$ cat src/rtl/lcalu_pkg.sv
package lcalu_pkg;
  localparam int FLAG_BYTE_W = 8;

  typedef enum logic [1:0] {
    OP_AND = 2'd0,
    OP_XOR = 2'd1,
    OP_OR  = 2'd2,
    OP_CMP = 2'd3
  } lc_op_e;

  typedef struct packed {
    logic z;
    logic n;
    logic h;
    logic c;
  } lc_flags_t;

  function automatic logic [FLAG_BYTE_W-1:0] pack_flags(input lc_flags_t f);
    return {f.z, f.n, f.h, f.c, 4'b0000};
  endfunction
endpackage

$ cat src/rtl/lcalu_logic.sv
module lcalu_logic #(
  parameter int DATA_W = 8
) (
  input  logic [DATA_W-1:0] a_i,
  input  logic [DATA_W-1:0] b_i,
  input  lcalu_pkg::lc_op_e op_i,
  output logic [DATA_W-1:0] res_o,
  output logic              zero_o
);
  import lcalu_pkg::*;

  function automatic logic [DATA_W-1:0] bitwise(input lc_op_e op,
                                                input logic [DATA_W-1:0] a,
                                                input logic [DATA_W-1:0] b);
    case (op)
      OP_AND:  return a & b;
      OP_XOR:  return a ^ b;
      OP_OR:   return a | b;
      default: return a;
    endcase
  endfunction

  assign res_o  = bitwise(op_i, a_i, b_i);
  assign zero_o = (res_o == '0);
endmodule

$ cat src/rtl/lcalu_cmp.sv
module lcalu_cmp #(
  parameter int DATA_W = 8
) (
  input  logic [DATA_W-1:0] a_i,
  input  logic [DATA_W-1:0] b_i,
  output logic              equal_o,
  output logic              borrow_o,
  output logic              half_borrow_o
);
  localparam int HALF_W = DATA_W / 2;

  function automatic logic [DATA_W:0] sub_ext(input logic [DATA_W-1:0] a,
                                              input logic [DATA_W-1:0] b);
    return {1'b0, a} - {1'b0, b};
  endfunction

  function automatic logic [HALF_W:0] sub_low(input logic [HALF_W-1:0] a,
                                              input logic [HALF_W-1:0] b);
    return {1'b0, a} - {1'b0, b};
  endfunction

  logic [DATA_W:0] diff;
  logic [HALF_W:0] diff_low;

  assign diff          = sub_ext(a_i, b_i);
  assign diff_low      = sub_low(a_i[HALF_W-1:0], b_i[HALF_W-1:0]);
  assign equal_o       = (diff[DATA_W-1:0] == '0);
  assign borrow_o      = diff[DATA_W];
  assign half_borrow_o = diff_low[HALF_W];
endmodule

$ cat src/rtl/lcalu_flag_pack.sv
module lcalu_flag_pack (
  input  lcalu_pkg::lc_flags_t                        flags_i,
  output logic [lcalu_pkg::FLAG_BYTE_W-1:0]           byte_o
);
  assign byte_o = lcalu_pkg::pack_flags(flags_i);
endmodule

$ cat src/rtl/lcalu_top.sv
module lcalu_top #(
  parameter int DATA_W = 8
) (
  input  logic [DATA_W-1:0] acc_i,
  input  logic [DATA_W-1:0] opnd_i,
  input  logic [1:0]        op_i,
  output logic [DATA_W-1:0] acc_o,
  output logic              acc_we_o,
  output logic              z_o,
  output logic              n_o,
  output logic              h_o,
  output logic              c_o,
  output logic [7:0]        flags_o
);
  import lcalu_pkg::*;

  lc_op_e      op;
  logic [DATA_W-1:0] logic_res;
  logic        logic_zero;
  logic        cmp_equal;
  logic        cmp_borrow;
  logic        cmp_half_borrow;
  lc_flags_t   flags;

  assign op = lc_op_e'(op_i);

  lcalu_logic #(.DATA_W(DATA_W)) u_logic (
    .a_i    (acc_i),
    .b_i    (opnd_i),
    .op_i   (op),
    .res_o  (logic_res),
    .zero_o (logic_zero)
  );

  lcalu_cmp #(.DATA_W(DATA_W)) u_cmp (
    .a_i           (acc_i),
    .b_i           (opnd_i),
    .equal_o       (cmp_equal),
    .borrow_o      (cmp_borrow),
    .half_borrow_o (cmp_half_borrow)
  );

  always_comb begin
    acc_o    = logic_res;
    acc_we_o = 1'b1;
    flags    = '{z: logic_zero, n: 1'b0, h: 1'b0, c: 1'b0};
    case (op)
      OP_AND: flags.h = 1'b1;
      OP_CMP: begin
        acc_o    = acc_i;
        acc_we_o = 1'b0;
        flags    = '{z: cmp_equal, n: 1'b1, h: cmp_half_borrow, c: cmp_borrow};
      end
      default: ;
    endcase
  end

  assign z_o = flags.z;
  assign n_o = flags.n;
  assign h_o = flags.h;
  assign c_o = flags.c;

  lcalu_flag_pack u_pack (
    .flags_i (flags),
    .byte_o  (flags_o)
  );
endmodule

$ cat config.mk
export PLATFORM = sky130hd
export DESIGN_NAME = lcalu_top
export DESIGN_NICKNAME = d
export VERILOG_FILES = /design/src/rtl/lcalu_pkg.sv /design/src/rtl/lcalu_logic.sv /design/src/rtl/lcalu_cmp.sv /design/src/rtl/lcalu_flag_pack.sv /design/src/rtl/lcalu_top.sv
export SDC_FILE = /design/constraint.sdc
export NUM_CORES = 1
export LEC_CHECK = 0
export CAP_MARGIN = 20
export CORE_MARGIN = 2
export CORE_UTILIZATION = 48
export DETAILED_ROUTE_END_ITERATION = 8
export GPL_TIMING_DRIVEN = 0
export PLACE_DENSITY = 0.83
export SYNTH_ARGS = -nofsm -noshare
export SYNTH_HDL_FRONTEND = slang
export SYNTH_SLANG_ARGS = --single-unit
export TNS_END_PERCENT = 20
$ cat constraint.sdc
create_clock -name vclk -period 2
set_input_delay 0.2 -clock vclk [all_inputs]
set_output_delay 0.2 -clock vclk [all_outputs]
set_load 0.01 [all_outputs]
# Word level (Yosys, flattened, before mapping)
# Cells that the tools add are included.
# W data, S select, Z words.
# totals
reg_bits	0
in_bits	18
output_inout_bits	21
word_cells	17
# classes
addsub	2
eq_ne	3
n_mux	6
bitwise_logic	3
reduce_logical	3
# ops
op	count
$pmux W8 S3	1
$logic_not A8 Y1	2
$sub A8 B8 Y9	1
$and A8 B8 Y8	1
$mux W8	1
$or A8 B8 Y8	1
$xor A8 B8 Y8	1
$sub A4 B4 Y5	1
$eq A2 B2 Y1 const B	2
$eq A2 B1 Y1 const B	1
$logic_not A2 Y1	1
$mux W1	2
$mux W2	1
$pmux W1 S2	1

# Depth between registers and ports, before layout
# depth
depth_word	4
mapped_depth	9
mapped_depth_nobuf	8

# Modules after synthesis
# A second synthesis with hierarchy kept.
# hier_totals
cells_unflattened	135
area_unflattened_um2	1161.1
# modules_own_cells
mod	instances	cells_per_inst	area_each_um2
lcalu_logic	1	53	508.0
lcalu_cmp	1	55	397.9
lcalu_top	1	18	191.4
lcalu_flag_pack	1	9	63.8

# Worst setup path before layout
# No wires, ideal clock.
# synth_timing
kind	input-to-output
startpoint	input port acc_i[0]
endpoint	output port flags_o[4]
arrival_ns	1.904
setup_slack_ns	-0.104
stages	9
path_cell_list	inv_1 ha_1 fa_1 nor2_1 o311ai_2 a21oi_1 o211a_1 a2111oi_2 buf_4
# synth_between
elab_chain_cells	2
# synth_rtl
item	line_no	text
start: declaration	lcalu_top.sv:4	input logic [DATA_W-1:0] acc_i,
$sub A8 B8 Y9	lcalu_cmp.sv:14	return {1'b0, a} - {1'b0, b};
$mux W1	lcalu_top.sv:47	case (op)
end: declaration	lcalu_top.sv:13	output logic [7:0] flags_o
# Every way passes these cells.

# Worst setup path in the final report
# layout_timing
startpoint	input port acc_i[5]
endpoint	output port flags_o[7]
# layout_between
elab_chain_cells	4
# layout_rtl
item	line_no
branches (longest 3 deep; another with $sub A8 B8 Y9)	--
$mux W2 (*)	lcalu_top.sv:47
# Mark *: on every way between the ends.

==> impl_metrics.csv <==
group,metric,value,unit
yosys,avgSynthCellArea,7.56,sq um
setup_path,path_cells,"buf_2 > inv_2 > ha_4 > buf_6 > buf_4 > a221o_1 > o22ai_1 > and3_1 > a31o_1 > buf_4 > buf_6",
floorplanning,die_x,51.1,microns
global_route,antenna_found_initial,0,
layout,fillers,120,
sta,grt_setup_unrepaired,"true",
power,max-vdd-ir-drop,0.000173,V
placement,dp_hpwl,2.08,mm
placement,portBuffers,35,
drt,dr.pass1.iters,4,
yosys,synth_cells,141,
layout,design_area,1800,sq um
power,p_per_area,266,nW/um^2
layout,diodes,0,
worst_hold_path,hp-start,"acc_i[6]",
sta,fin_crit,2.15,ns
layout,n_clock_buffer,0,
layout,drive_gt1_frac,0.492,
drt,vias,1198,
yosys,synth.top_cell.area_share,0.329,
drt,ant_nets,0,
setup_path,startpoint,"acc_i[5]",
run,max-cap-violations,0,
yosys,synth_area_leaders,"ha_1 33%, inv_1 8.5%, buf_4 5.6%, nor2b_1 4.7%, a22o_1 4.1%",
floorplanning,die-area,2610,sq um
yosys,ys.warnings.count,0,
setup_path,endpoint_kind,"primary output",
sta,hold_violations,0,
layout,final_cell_count_no_fill,217,
layout,final_common_cell,"buf_4",
outcome,status,"complete, but fails checks",
floorplanning,core.rowCount,17,
setup_path,cp_slowest_cell,"a221o_1",
floorplanning,pin_count,39,
setup_path,worst-endpoint-required,1.80,ns
sta,max_freq,465,MHz
layout,nets,238,
yosys,syn_area,1070,sq um
drt,drt-total-wl,3.31,mm
global_route,grt_overflow,0,
layout,seq_cells,0,
global_route,grt_pass1_wl,4.93,mm
layout,multi_input_area,1190,sq um
yosys,synth_top_area_cell,"ha_1",
yosys,ys_types,42,
sta,setup_violations,3,
drt,drc,0,
sta,drv_slew,0,
drt,wire_per_inst,15.2,microns
drt,viasPerCell,5.52,
clock_tree,hold_buffers,0,
sta,finalCritPeriodShare,1.07,
worst_hold_path,holdCritPathClass,"input port to primary output",
worst_hold_path,min_path_cells,4,
setup_path,path_buf_inv,6,
floorplanning,initial_core_util,0.496,
setup_path,max_stage_delay,0.36,ns
setup_path,arrival,1.95,ns
setup_path,critPathMaxFanout,9,
placement,pre_cts_ws,-1.11,ns
placement,gp_congestion,0.812,
floorplanning,die_y,51.1,microns
sta,hold_ws,0.930,ns
power,total_power,0.478,mW
power,p_leak,0.850,nW
global_route,grt_pass1_vias,1163,
global_route,grt_max_degree,11,
floorplanning,design.core.area,2150,sq um
layout,mostFrequentLayoutCells,"22 x buf_4, 14 x ha_1, 12 x ha_4, 11 x inv_2, 11 x inv_1",
layout,syn2layout_area_growth,68.7,%
sta,fin_ws,-0.149,ns
global_route,grtUsageTotal,0.238,
setup_path,cp_top_family,"compound AO/OA/AOI/OAI gates",
placement,placed_area,1480,sq um
setup_path,critPathLaunchType,"input port",
setup_path,setup.worst_path.class,"input port to primary output",
outcome,violations,"setup timing",
drt,drtIter0Drc,28,
setup_path,cp.depth,11,
placement,dpl.cell_count,207,
layout,seq_area,0,sq um
yosys,ys_seq_area_frac,0,
## layout make-up
class / count / share of cell area
timing repair buffer: 47 / 0.220
inverter: 25 / 0.0571
buffer: 10 / 0.0438
tap: 28 / 0.0195
multi-input combinational: 107 / 0.660
## worst paths after layout
check               endpoint  slack (ns)
hold / removal           c_o        0.93
setup / recovery  flags_o[7]       -0.15
## Yosys cell counts, types with 2 or more instances
library cell	count
ha_1	28
inv_1	24
nor2_1	10
buf_4	8
nor2b_1	8
a21oi_1	7
a22o_1	5
nor3_1	5
buf_2	4
nand2_1	4
nand2b_1	3
o31ai_1	3
mux2i_1	2
xor2_1	2
## routing by layer
metal	share of wire	up-vias	global-route usage
met5	0	-	0
met4	0.018	0	0.0541
met3	0.034	10	0.00877
met2	0.55	35	0.494
met1	0.40	578	0.258
li1	-	575	-
## logic make-up after synthesis
kind of cell,Yosys count,share of synthesized area
AOI/OAI and AO/OA,32,0.252
xor gates and xnor gates,3,0.0247
adders and majority gates,29,0.347
buffers and inverters,37,0.163
muxes,2,0.0188
other,1,0.00352
and+or+nand+nor,37,0.190
## repair_timing
action                                  4_1_cts  5_1_grt
setup buffers                                 9        3
endpoints found under the setup margin       15        9
resized for setup                           112       34
cloned                                        0        0
pin swaps                                    17       15
## stage by stage
step,utilization,TNS [ns]
after detailed placement,0.687,-8.21
after CTS,0.803,-0.768
after global placement,0.687,-7.96
final,0.837,-0.277
after floorplan,-,0
after global routing,0.837,-0.586
## where the power goes
group,internal [mW],switching (mW),total (mW)
logic,0.240,0.237,0.478
clock network,0,0,0
registers,0,0,0
total,0.240,0.237,0.478
Power figures use the tool's default switching activity.
